File: src/rtl/sarf_pkg.sv
// Shared constants and types for the secure address region filter.
// Assumes 32-bit register data and byte offsets on the register port.
package sarf_pkg;
    localparam int GRAN_BITS  = 12;     // 4 KB window granularity
    localparam int REG_FIRST  = 'h54;   // first window word (window 0)
    localparam int REG_STRIDE = 'h18;   // bytes per window
    localparam int REPORT_OFS = 'h50;   // global denial-report register
    localparam int COMMIT_OFS = 'h34;   // shadow-to-active commit register

    // Word order inside one window; the register map depends on it.
    typedef enum logic [2:0] {
        FLD_BASE_LO = 3'd0,
        FLD_BASE_HI = 3'd1,
        FLD_TOP_LO  = 3'd2,
        FLD_TOP_HI  = 3'd3,
        FLD_ATTR    = 3'd4,
        FLD_IDS     = 3'd5
    } fld_e;
endpackage

File: src/rtl/sarf_regs.sv
// Register file: decodes the register port, holds the shadow and active
// window tables, the commit request and the report setting.
// Assumes ADDR_W > 32, ID_W <= 4 and one register request per cycle.
module sarf_regs
    import sarf_pkg::*;
#(
    parameter int ADDR_W = 43,
    parameter int NREG   = 8,
    parameter int ID_W   = 4,
    parameter int CFG_AW = 10
) (
    input  logic                                      clk,
    input  logic                                      rst_n,
    input  logic                                      cfg_valid,
    input  logic                                      cfg_write,
    input  logic [CFG_AW-1:0]                         cfg_addr,
    input  logic [31:0]                               cfg_wdata,
    output logic                                      cfg_rvalid,
    output logic [31:0]                               cfg_rdata,
    output logic [NREG:1][ADDR_W-GRAN_BITS-1:0]       act_base,
    output logic [NREG:1][ADDR_W-GRAN_BITS-1:0]       act_top,
    output logic [NREG:1]                             act_en,
    output logic [NREG:0][1:0]                        act_sec,
    output logic [NREG:0][2*(1<<ID_W)-1:0]            act_ids,
    output logic [1:0]                                report
);
    localparam int PW   = ADDR_W - GRAN_BITS;
    localparam int HW   = ADDR_W - 32;
    localparam int IDSW = 2 * (1 << ID_W);
    localparam int RW   = $clog2(NREG + 1);

    logic [NREG:1][PW-1:0]   sh_base, sh_top;
    logic [NREG:1]           sh_en;
    logic [NREG:0][1:0]      sh_sec;
    logic [NREG:0][IDSW-1:0] sh_ids;
    logic                    commit_q;

    logic          dec_ok;
    logic [RW-1:0] dec_rgn;
    fld_e          dec_fld;
    logic [31:0]   rd_mux;

    wire is_wr = cfg_valid & cfg_write;
    wire is_rd = cfg_valid & ~cfg_write;

    // Decode the offset into a window index and a word within it.
    always_comb begin
        dec_ok  = 1'b0;
        dec_rgn = '0;
        dec_fld = FLD_BASE_LO;
        for (int n = 0; n <= NREG; n++) begin
            for (int f = 0; f < 6; f++) begin
                if (cfg_addr == CFG_AW'(REG_FIRST + n * REG_STRIDE + 4 * f)) begin
                    dec_ok  = 1'b1;
                    dec_rgn = RW'(n);
                    dec_fld = fld_e'(3'(f));
                end
            end
        end
    end

    // Shadow table, report setting and commit request updates.
    always_ff @(posedge clk) begin
        if (!rst_n) begin
            sh_base  <= '0;
            sh_top   <= '0;
            sh_en    <= '0;
            sh_sec   <= '0;
            sh_ids   <= '0;
            report   <= '0;
            commit_q <= 1'b0;
        end else begin
            commit_q <= 1'b0;
            if (is_wr && cfg_addr == CFG_AW'(REPORT_OFS))
                report <= cfg_wdata[1:0];
            if (is_wr && cfg_addr == CFG_AW'(COMMIT_OFS))
                commit_q <= cfg_wdata[0];
            if (is_wr && dec_ok) begin
                case (dec_fld)
                    FLD_BASE_LO: if (dec_rgn != '0) sh_base[dec_rgn][19:0]    <= cfg_wdata[31:12];
                    FLD_BASE_HI: if (dec_rgn != '0) sh_base[dec_rgn][PW-1:20] <= cfg_wdata[HW-1:0];
                    FLD_TOP_LO:  if (dec_rgn != '0) sh_top[dec_rgn][19:0]     <= cfg_wdata[31:12];
                    FLD_TOP_HI:  if (dec_rgn != '0) sh_top[dec_rgn][PW-1:20]  <= cfg_wdata[HW-1:0];
                    FLD_ATTR: begin
                        sh_sec[dec_rgn] <= cfg_wdata[31:30];
                        if (dec_rgn != '0) sh_en[dec_rgn] <= cfg_wdata[0];
                    end
                    default:     sh_ids[dec_rgn] <= cfg_wdata[IDSW-1:0];
                endcase
            end
        end
    end

    // Whole-table copy from shadow to active, one clock after a commit write.
    always_ff @(posedge clk) begin
        if (!rst_n) begin
            act_base <= '0;
            act_top  <= '0;
            act_en   <= '0;
            act_sec  <= '0;
            act_ids  <= '0;
        end else if (commit_q) begin
            act_base <= sh_base;
            act_top  <= sh_top;
            act_en   <= sh_en;
            act_sec  <= sh_sec;
            act_ids  <= sh_ids;
        end
    end

    // Read-back selection: attributes from the active table, the rest from shadow.
    always_comb begin
        rd_mux = '0;
        if (cfg_addr == CFG_AW'(REPORT_OFS)) begin
            rd_mux = {30'd0, report};
        end else if (dec_ok) begin
            case (dec_fld)
                FLD_BASE_LO: if (dec_rgn != '0) rd_mux = {sh_base[dec_rgn][19:0], 12'h000};
                FLD_BASE_HI: if (dec_rgn != '0) rd_mux = 32'(sh_base[dec_rgn][PW-1:20]);
                FLD_TOP_LO:  if (dec_rgn != '0) rd_mux = {sh_top[dec_rgn][19:0], 12'hFFF};
                FLD_TOP_HI:  if (dec_rgn != '0) rd_mux = 32'(sh_top[dec_rgn][PW-1:20]);
                FLD_ATTR:    rd_mux = {act_sec[dec_rgn], 29'd0,
                                       (dec_rgn == '0) ? 1'b1 : act_en[dec_rgn]};
                default:     rd_mux = 32'(sh_ids[dec_rgn]);
            endcase
        end
    end

    // Registered read response.
    always_ff @(posedge clk) begin
        if (!rst_n) begin
            cfg_rvalid <= 1'b0;
            cfg_rdata  <= '0;
        end else begin
            cfg_rvalid <= is_rd;
            cfg_rdata  <= is_rd ? rd_mux : '0;
        end
    end

    // a commit request lasts one clock unless it is written again.
    assert_commit_selfclear_R3: assert property (@(posedge clk) disable iff (!rst_n)
        (commit_q && !(is_wr && cfg_addr == CFG_AW'(COMMIT_OFS))) |=> !commit_q);

    // the active table holds still whenever no commit is pending.
    assert_active_hold_R2: assert property (@(posedge clk) disable iff (!rst_n)
        !commit_q |=> ($stable(act_base) && $stable(act_top) && $stable(act_en)
                       && $stable(act_sec) && $stable(act_ids)));

    // the background window always reports itself enabled.
    assert_bg_enabled_R6: assert property (@(posedge clk) disable iff (!rst_n)
        (is_rd && dec_ok && dec_rgn == '0 && dec_fld == FLD_ATTR) |=> cfg_rdata[0]);

    // every read returns data on the next clock.
    assert_read_latency_R11: assert property (@(posedge clk) disable iff (!rst_n)
        is_rd |=> cfg_rvalid);
endmodule

File: src/rtl/sarf_match.sv
// Window matcher: finds the highest-numbered enabled ranged window that
// contains the page of the access; 0 means the background window.
// Assumes base and top are page numbers (address >> 12), inclusive.
module sarf_match
    import sarf_pkg::*;
#(
    parameter int ADDR_W = 43,
    parameter int NREG   = 8
) (
    input  logic [ADDR_W-GRAN_BITS-1:0]           page,
    input  logic [NREG:1][ADDR_W-GRAN_BITS-1:0]   act_base,
    input  logic [NREG:1][ADDR_W-GRAN_BITS-1:0]   act_top,
    input  logic [NREG:1]                         act_en,
    output logic [$clog2(NREG+1)-1:0]             win
);
    localparam int RW = $clog2(NREG + 1);

    logic [NREG:1] hit;

    // One inclusive range comparator per ranged window.
    for (genvar n = 1; n <= NREG; n++) begin : g_cmp
        assign hit[n] = act_en[n] && (page >= act_base[n]) && (page <= act_top[n]);
    end

    // Priority pick: a later (higher) window overrides an earlier one.
    always_comb begin
        win = '0;
        for (int n = 1; n <= NREG; n++)
            if (hit[n]) win = RW'(n);
    end
endmodule

File: src/rtl/sarf_decide.sv
// Permission decision for the selected window: direction bit for secure
// traffic, plus the requester's ID bit for non-secure traffic.
// Assumes the ID word holds read bits in the low half, write bits above.
module sarf_decide #(
    parameter int NREG = 8,
    parameter int ID_W = 4
) (
    input  logic [$clog2(NREG+1)-1:0]         win,
    input  logic                              nonsec,
    input  logic                              write,
    input  logic [ID_W-1:0]                   id,
    input  logic [NREG:0][1:0]                act_sec,
    input  logic [NREG:0][2*(1<<ID_W)-1:0]    act_ids,
    output logic                              permit
);
    logic [1:0]                 sec;
    logic [2*(1<<ID_W)-1:0]     ids;
    logic                       dir_ok, id_ok;

    // Select the deciding window's fields and apply both rules.
    always_comb begin
        sec    = act_sec[win];
        ids    = act_ids[win];
        dir_ok = write ? sec[1] : sec[0];
        id_ok  = ids[{write, id}];
        permit = dir_ok && (!nonsec || id_ok);
    end
endmodule

File: src/rtl/sec_region_filter.sv
// Secure address region filter top: register port, window matcher and
// permission decision, with a registered verdict one clock after each check.
// Assumes chk_* inputs are stable around the clock edge they are sampled on.
module sec_region_filter
    import sarf_pkg::*;
#(
    parameter int ADDR_W = 43,
    parameter int NREG   = 8,
    parameter int ID_W   = 4,
    parameter int CFG_AW = 10
) (
    input  logic                          clk,
    input  logic                          rst_n,
    input  logic                          cfg_valid,
    input  logic                          cfg_write,
    input  logic [CFG_AW-1:0]             cfg_addr,
    input  logic [31:0]                   cfg_wdata,
    output logic                          cfg_rvalid,
    output logic [31:0]                   cfg_rdata,
    input  logic                          chk_valid,
    input  logic [ADDR_W-1:0]             chk_addr,
    input  logic                          chk_nonsec,
    input  logic                          chk_write,
    input  logic [ID_W-1:0]               chk_id,
    output logic                          res_valid,
    output logic                          res_permit,
    output logic [$clog2(NREG+1)-1:0]     res_region,
    output logic                          res_err,
    output logic                          res_irq
);
    localparam int PW   = ADDR_W - GRAN_BITS;
    localparam int IDSW = 2 * (1 << ID_W);
    localparam int RW   = $clog2(NREG + 1);

    logic [NREG:1][PW-1:0]   act_base, act_top;
    logic [NREG:1]           act_en;
    logic [NREG:0][1:0]      act_sec;
    logic [NREG:0][IDSW-1:0] act_ids;
    logic [1:0]              report;
    logic [RW-1:0]           win;
    logic                    permit;

    wire unused_page_offset = ^chk_addr[GRAN_BITS-1:0];

    sarf_regs #(.ADDR_W(ADDR_W), .NREG(NREG), .ID_W(ID_W), .CFG_AW(CFG_AW)) u_regs (
        .clk(clk), .rst_n(rst_n),
        .cfg_valid(cfg_valid), .cfg_write(cfg_write), .cfg_addr(cfg_addr),
        .cfg_wdata(cfg_wdata), .cfg_rvalid(cfg_rvalid), .cfg_rdata(cfg_rdata),
        .act_base(act_base), .act_top(act_top), .act_en(act_en),
        .act_sec(act_sec), .act_ids(act_ids), .report(report)
    );

    sarf_match #(.ADDR_W(ADDR_W), .NREG(NREG)) u_match (
        .page(chk_addr[ADDR_W-1:GRAN_BITS]),
        .act_base(act_base), .act_top(act_top), .act_en(act_en),
        .win(win)
    );

    sarf_decide #(.NREG(NREG), .ID_W(ID_W)) u_decide (
        .win(win), .nonsec(chk_nonsec), .write(chk_write), .id(chk_id),
        .act_sec(act_sec), .act_ids(act_ids), .permit(permit)
    );

    // Register the verdict and the denial reporting flags.
    always_ff @(posedge clk) begin
        if (!rst_n) begin
            res_valid  <= 1'b0;
            res_permit <= 1'b0;
            res_region <= '0;
            res_err    <= 1'b0;
            res_irq    <= 1'b0;
        end else begin
            res_valid  <= chk_valid;
            res_permit <= chk_valid & permit;
            res_region <= chk_valid ? win : '0;
            res_err    <= chk_valid & ~permit & report[0];
            res_irq    <= chk_valid & ~permit & report[1];
        end
    end

    // one verdict per check, exactly one clock later.
    assert_verdict_follows_R11: assert property (@(posedge clk) disable iff (!rst_n)
        chk_valid |=> res_valid);
    assert_no_spurious_verdict_R11: assert property (@(posedge clk) disable iff (!rst_n)
        !chk_valid |=> !res_valid);

    // a permitted access is never reported.
    assert_quiet_on_permit_R10: assert property (@(posedge clk) disable iff (!rst_n)
        (res_valid && res_permit) |-> (!res_err && !res_irq));

    // the deciding window index stays within the table.
    assert_region_in_range_R5: assert property (@(posedge clk) disable iff (!rst_n)
        res_valid |-> (res_region <= RW'(NREG)));
endmodule

File: config.mk
export PLATFORM = sky130hd
export DESIGN_NAME = sec_region_filter
export DESIGN_NICKNAME = d
export VERILOG_FILES = /design/src/rtl/sarf_pkg.sv /design/src/rtl/sarf_regs.sv /design/src/rtl/sarf_match.sv /design/src/rtl/sarf_decide.sv /design/src/rtl/sec_region_filter.sv
export SDC_FILE = /design/constraint.sdc
export NUM_CORES = 2
export LEC_CHECK = 0
export BUFFER_PORTS_ARGS = -buffer_cell sky130_fd_sc_hd__buf_2
export CORE_MARGIN = 2
export CORE_UTILIZATION = 37
export CTS_BUF_LIST = sky130_fd_sc_hd__clkbuf_4 sky130_fd_sc_hd__clkbuf_8 sky130_fd_sc_hd__clkbuf_16
export DETAILED_ROUTE_END_ITERATION = 12
export PLACE_DENSITY = 0.5
export SLEW_MARGIN = 0
export SYNTH_ARGS = -nofsm -noshare
export SYNTH_HDL_FRONTEND = slang
export SYNTH_HIERARCHICAL = 1
export SYNTH_SLANG_ARGS = --single-unit
File: constraint.sdc
create_clock -name clk -period 4.05 [get_ports clk]
set_clock_uncertainty 0.15 [all_clocks]
set_input_delay 0.2025 -clock clk [delete_from_list [all_inputs] [get_ports clk]]
set_output_delay 0.2025 -clock clk [all_outputs]
set_load 0.005 [all_outputs]
# Yosys cells after proc, flatten, opt, wreduce, memory -nomap -nowiden
# Cells that the tools add are included.
[op_classes]
n_mux = 211
eq_ne = 64
n_bitwise = 12
reduce_logical = 38
order_cmp = 20
[ops]
columns = ["operator", "n"]
rows = [
  ["$bwmux 248", 4],
  ["$mux 248", 4],
  ["$pmux 248 s2", 2],
  ["$eq 10x8->1 const B", 32],
  ["$bwmux 288", 1],
  ["$bmux 32 s4", 2],
  ["$bmux 31 s4", 2],
  ["$demux 31 s4", 2],
  ["$ge 31x31->1", 8],
  ["$le 31x31->1", 8],
  ["$mux 3", 80],
  ["$mux 32", 5],
  ["$pmux 32 s5", 1],
  ["$demux 32 s4", 1],
  ["$eq 10x7->1 const B", 12],
  ["$eq 10x9->1 const B", 11],
  ["$mux 31", 3],
  ["$mux 1", 67],
  ["$mux 2", 19],
  ["$mux 4", 7],
  ["$mux 11", 2],
  ["$logic_and 1x1->1", 21],
  ["$mux 20", 1],
  ["$bwmux 18", 1],
  ["other kinds (27)", 49],
]
[totals]
output_inout_bits = 41
inputBits = 96
regBits = 1664
word_cells = 425

# Longest topological paths before layout
[depth]
ltp_word = 58
ltp_mapped = 22
mapped_depth_nobuf = 18

# Hierarchy
# Netlist, hierarchy kept.
[by_module_without_submodules]
columns = ["module", "instances", "cells_per_inst", "seq_area_each_um2", "area_each_um2"]
rows = [
  ["sarf_regs", 1, 7350, 33151.8, 68055.3],
  ["sarf_match", 1, 1732, 0.0, 12409.4],
  ["sarf_decide", 1, 238, 0.0, 2746.4],
  ["sec_region_filter", 1, 16, 160.2, 225.2],
]

# Worst setup path before layout
# Ideal clock, no wire load.
[synth_timing]
path_type = "input -> register"
from = "input port chk_addr[12]"
to = "register res_err"
path_buffers = 3
required_ps = 3839
setup_time_ps = 61
slack_ps = -354
t_arrival_ps = 4193
stages = 21
cell_sequence = "inv_1 > ha_1 > nand2b_1 > a211o_1 > a21oi_1 > o21ai_1 > a211o_1 > a21oi_1 > a211oi_1 > a211oi_1 > o31a_1 > buf_4 > buf_4 > buf_2 > mux4_2 > a22o_1 > o221ai_1 > o31ai_1 > o211ai_1 > nand4_1 > and4b_1"
[synth_between]
elab_cells_between_ends = 52
classes_between = "order compare: 16; mux: 15; bitwise: 3; reduce/logical: 18"
[synth_lines]
columns = ["item", "line_no", "text"]
rows = [
  ["start, declared", "sec_region_filter.sv:21", "input logic [ADDR_W-1:0] chk_addr,"],
  ["$ge 31x31->1", "sarf_match.sv:22", "assign hit[n] = act_en[n] && (page >= act_base[n]) && (page <= act_top[n]);"],
  ["$logic_and 1x1->1 (2 in series)", "sarf_match.sv:22", ""],
  ["$mux 2 (2 in series)", "sarf_match.sv:29", "if (hit[n]) win = RW'(n);"],
  ["$mux 3 (4 in series)", "sarf_match.sv:29", ""],
  ["$mux 4 *", "sarf_match.sv:29", ""],
  ["named net win[1]", "sec_region_filter.sv:40", "logic [RW-1:0] win;"],
  ["$bmux 32 s4", "sarf_decide.sv:23", "ids = act_ids[win];"],
  ["$mux 32 (not written as such)", "sarf_decide.sv:23", ""],
  ["$bmux 1 s5", "sarf_decide.sv:25", "id_ok = ids[{write, id}];"],
  ["$mux 1 (not written as such)", "sarf_decide.sv:25", ""],
  ["$logic_or 1x1->1", "sarf_decide.sv:26", "permit = dir_ok && (!nonsec || id_ok);"],
  ["$logic_and 1x1->1 *", "sarf_decide.sv:26", ""],
  ["named net permit", "sec_region_filter.sv:41", "logic permit;"],
  ["$not 1->1 *", "sec_region_filter.sv:76", "res_err <= chk_valid & ~permit & report[0];"],
  ["$and 1x1->1 * (2 in series)", "sec_region_filter.sv:76", ""],
  ["end signal, assigned", "sec_region_filter.sv:76", ""],
  ["end, declared", "sec_region_filter.sv:28", "output logic res_err,"],
]
# The timed path passes the listed nets; every way through them passes the cells marked *. The select of a mux whose other input is x is not followed.
# A chain may end at the register's enable or synchronous reset.

# Final worst setup path
[layout_timing]
from = "register u_regs/act_base[86] (netlist name)"
to = "register res_err"
[layout_between]
elab_chain_len = 18
elab_cells_between_ends = 21
classes_between = "order compare: 1; mux: 13; bitwise: 3; reduce/logical: 4"
[layout_rtl]
columns = ["item", "line_no", "text"]
rows = [
  ["start, declared", "sarf_regs.sv:20", "output logic [NREG:1][ADDR_W-GRAN_BITS-1:0] act_base,"],
  ["start signal, assigned", "sarf_regs.sv:103", "act_base <= sh_base;"],
  ["$ge 31x31->1 *", "sarf_match.sv:22", ""],
  ["$logic_and 1x1->1 * (2 in series)", "sarf_match.sv:22", ""],
  ["$mux 2 *", "sarf_match.sv:29", ""],
  ["$mux 3 * (4 in series)", "sarf_match.sv:29", ""],
  ["$mux 4 *", "sarf_match.sv:29", ""],
  ["named net win[1]", "sec_region_filter.sv:40", ""],
  ["$bmux 32 s4", "sarf_decide.sv:23", ""],
  ["$mux 32 (not written as such)", "sarf_decide.sv:23", ""],
  ["$bmux 1 s5", "sarf_decide.sv:25", ""],
  ["$mux 1 (not written as such)", "sarf_decide.sv:25", ""],
  ["$logic_or 1x1->1", "sarf_decide.sv:26", ""],
  ["$logic_and 1x1->1 *", "sarf_decide.sv:26", ""],
  ["named net permit", "sec_region_filter.sv:41", ""],
  ["$not 1->1 *", "sec_region_filter.sv:76", ""],
  ["$and 1x1->1 * (2 in series)", "sec_region_filter.sv:76", ""],
]
# Marked as above.

==> run metrics <==
largest family of logic cells by synthesized area simple AND/OR/NAND/NOR gates; Max Root-Sink Buffers 3; Fmax 0.181 GHz; maxcap violations 0; Die Span X 479 µm; most frequent cells in the layout dfxtp_1, nand2_1, mux2i_1, nor2b_1, buf_4; CP Class reg -> reg; Reg clk slew, reported paths 60 ps; Hold Path End u_regs/sh_base[205]; Mean Syn Cell Area 8.94 µm²; Die Y-Extent 479 µm; # DRC 0; CTS Sinks 1664; Hold Path Class in -> reg; clk root buf clkbuf_16; R2R Path Start u_regs/act_base[86]; Num CTS Buffers 190; Synth warnings 6; Slew Limit Fails 0; row count 174; Core ar. 224000 µm²; unrepaired setup endpoints after global routing yes; initial antenna violation count 28; R2R Setup Slk -1490 ps; Crit path arrival time 6160 ps; Area Overhead vs Synth 22.6%; peak supply drop 0.000374 V; Synth area leaders dfxtp_1, mux2i_1, nor2b_1; Final Hold Fails 0; Power Density 357 nW/µm²; GRT Util Overall 0.281; vias in the first global route 68900; Worst-Skew Late Latency 870 ps; Synth Area in XOR/XNOR 0.000315; fillers 21700; Overall Power 36.5 mW; reg2reg end res_err; Seq/Total Area, Yosys 0.399; library cells used by synthesis 99; final worst slack -1490 ps; failing checks setup timing; Initial Util 0.372; commonest non-fill, non-tap cell in the layout dfxtp_1; initial drt markers 6271; Leakage 36.2 nW; Hold Path Depth 6; worst-margin pin slew 1270 ps; synthesized flop and latch total 1664; relative slew slack 0.133; Syn Nets 9928; Seq. cell area 33300 µm²; Synth area leader dfxtp_1; Synth Flop Type dfxtp_1; largest net degree at the start of global routing 244; Synth Area in Adders 0.0744; DR vias 71200; WP data required 4670 ps; Post-synth EDFFs 0; Compound-Gate Fraction of Synth Area 0.114; Cells after Synth 9336; crit path time final 5540 ps; worst-path fanout max 8; multiplexer share of the synthesized area 0.156; Post-synth ARST share 0; post-route ant nets 0; HP Start cfg_addr[6]; CP startpoint kind flip-flop; first-pass GRT wire length 480000 µm; Crit. End Element flip-flop; Hold Slack 102 ps; cell area after synthesis 83400 µm²; Final HPWL DP 233000 µm; area occupied by multi-input gates 46300 µm²; drt first pass iters 6; Yosys top cell area share 0.399; CTS tree done; Via density 5.40; die area 229000 µm²; GR Overflow Total 0; Total Nets Final 10600; share of cells above drive strength 1 0.170; RD Place Congestion 0.961; # setup viols final 3; Worst R2R Path Depth 22; Total Wirelength 332000 µm; # IOs 137; Simple-Gate Fraction of Synth Area 0.201; status finished, violations left; drt wl/cell 25.2 µm; Buffers on Ports 124; CTS H-tree depth 4; Final Cycle Share 1.37
-- logic make-up (layout without fill, tap and decap cells) --
kind of cell | after synthesis | in the layout
buffers and inverters | 1174 | 2034
and+or+nand+nor | 3383 | 3383
muxes | 1198 | 1198
AOI/OAI and AO/OA | 1418 | 1418
adders and majority gates | 496 | 496
DFF | 1664 | 1664
other | 0 | 7
xor gates and xnor gates | 3 | 3
-- cells in the mapped netlist, types with 107 or more instances --
cell type	count
nor2b_1	1013
dfxtp_1	1664
clkbuf_1	460
o21ai_0	342
ha_1	496
a21boi_0	319
a21oi_1	207
nand3_1	526
nor2_1	124
mux2i_1	1111
nand2_1	1413
inv_1	504
a21o_1	107
-- cell type report --
| class | count | share of cell area |
|---|---|---|
| diodes | 7 | 0.000171 |
| clock buffers | 264 | 0.0539 |
| clock inverters | 75 | 0.00877 |
| inverters | 504 | 0.0186 |
| multi-input cells | 6498 | 0.452 |
| flip-flops and latches | 1664 | 0.326 |
| well taps | 2992 | 0.0366 |
| repair buffers | 1191 | 0.104 |
-- layer usage --
metal / vias to the layer above / wire [µm] / track usage
li1: 33500 / - / -
met1: 34800 / 153000 / 0.394
met2: 2294 / 147000 / 0.438
met3: 535 / 19200 / 0.0361
met4: 4 / 12900 / 0.104
met5: - / 27 / 0
-- through the flow --
step                      std cells   util  worst slack (ps)  cell area, µm²  setup TNS [ps]
after floorplan                9336      -              -257           83500            -767
after global placement        12800  0.421             -2260           94600          -11830
after detailed placement      12800  0.421             -2270           94600           -9390
after CTS                     13200  0.455             -1420          102000           -4210
after global routing          13200  0.456             -1640          102000           -4840
final                         13200  0.456             -1490          102000           -4410
-- how the worst max path moves through the flow --
stage	slack, ps	cells past startpoint	startpoint	endpoint
after floorplan	-260	19	u_regs/act_base[163]	res_err
after global placement	-2260	24	chk_addr[37]	res_irq
after CTS	-1420	25	u_regs/act_top[143]	res_err
after detailed placement	-2270	22	chk_addr[21]	res_err
after global routing	-1640	25	u_regs/act_top[143]	res_err
final	-1490	22	u_regs/act_base[86]	res_err
-- sequential cells by signal (all words and copies together) (netlist names), 2 cells and up --
name              cells
res_region            4
u_regs/report         2
u_regs/sh_en          8
u_regs/cfg_rdata     32
u_regs/act_sec       18
u_regs/sh_base      248
u_regs/act_en         8
u_regs/sh_top       248
u_regs/act_top      248
u_regs/act_base     248
u_regs/sh_sec        18
u_regs/sh_ids       288
u_regs/act_ids      288
-- worst max-delay path: stages (launching register included) --
cell and delay [ps]:
dfxtp_2 340, inv_2 50, ha_4 260, buf_6 80
nand4_1 270, nor4_4 560, buf_4 190, nand2_2 40
a211oi_2 190, buf_4 190, o22ai_4 90, a211oi_2 270
o31a_4 250, buf_12 170, buf_12 150, mux4_2 510
mux2i_2 340, o221ai_1 190, a21oi_2 280, or3_1 140
nand4_1 260, buf_4 260, and4b_1 240
-- where the power goes --
group / leakage, nW / switching [mW] / total [mW] / internal, mW
sequential: 13.4 / 0.000428 / 16.4 / 16.4
combinational: 19.6 / 1.41 / 2.30 / 0.896
clock: 3.23 / 7.52 / 17.8 / 10.3
-- what timing repair did --
action	in CTS	in global routing
setup endpoints to repair	5	3
gates resized for setup	100	28
gates cloned	4	0
hold endpoints to repair	892	0
setup buffers	18	2
pin swaps	40	27
hold buffers	41	0
Power figures use the tool's default switching activity.
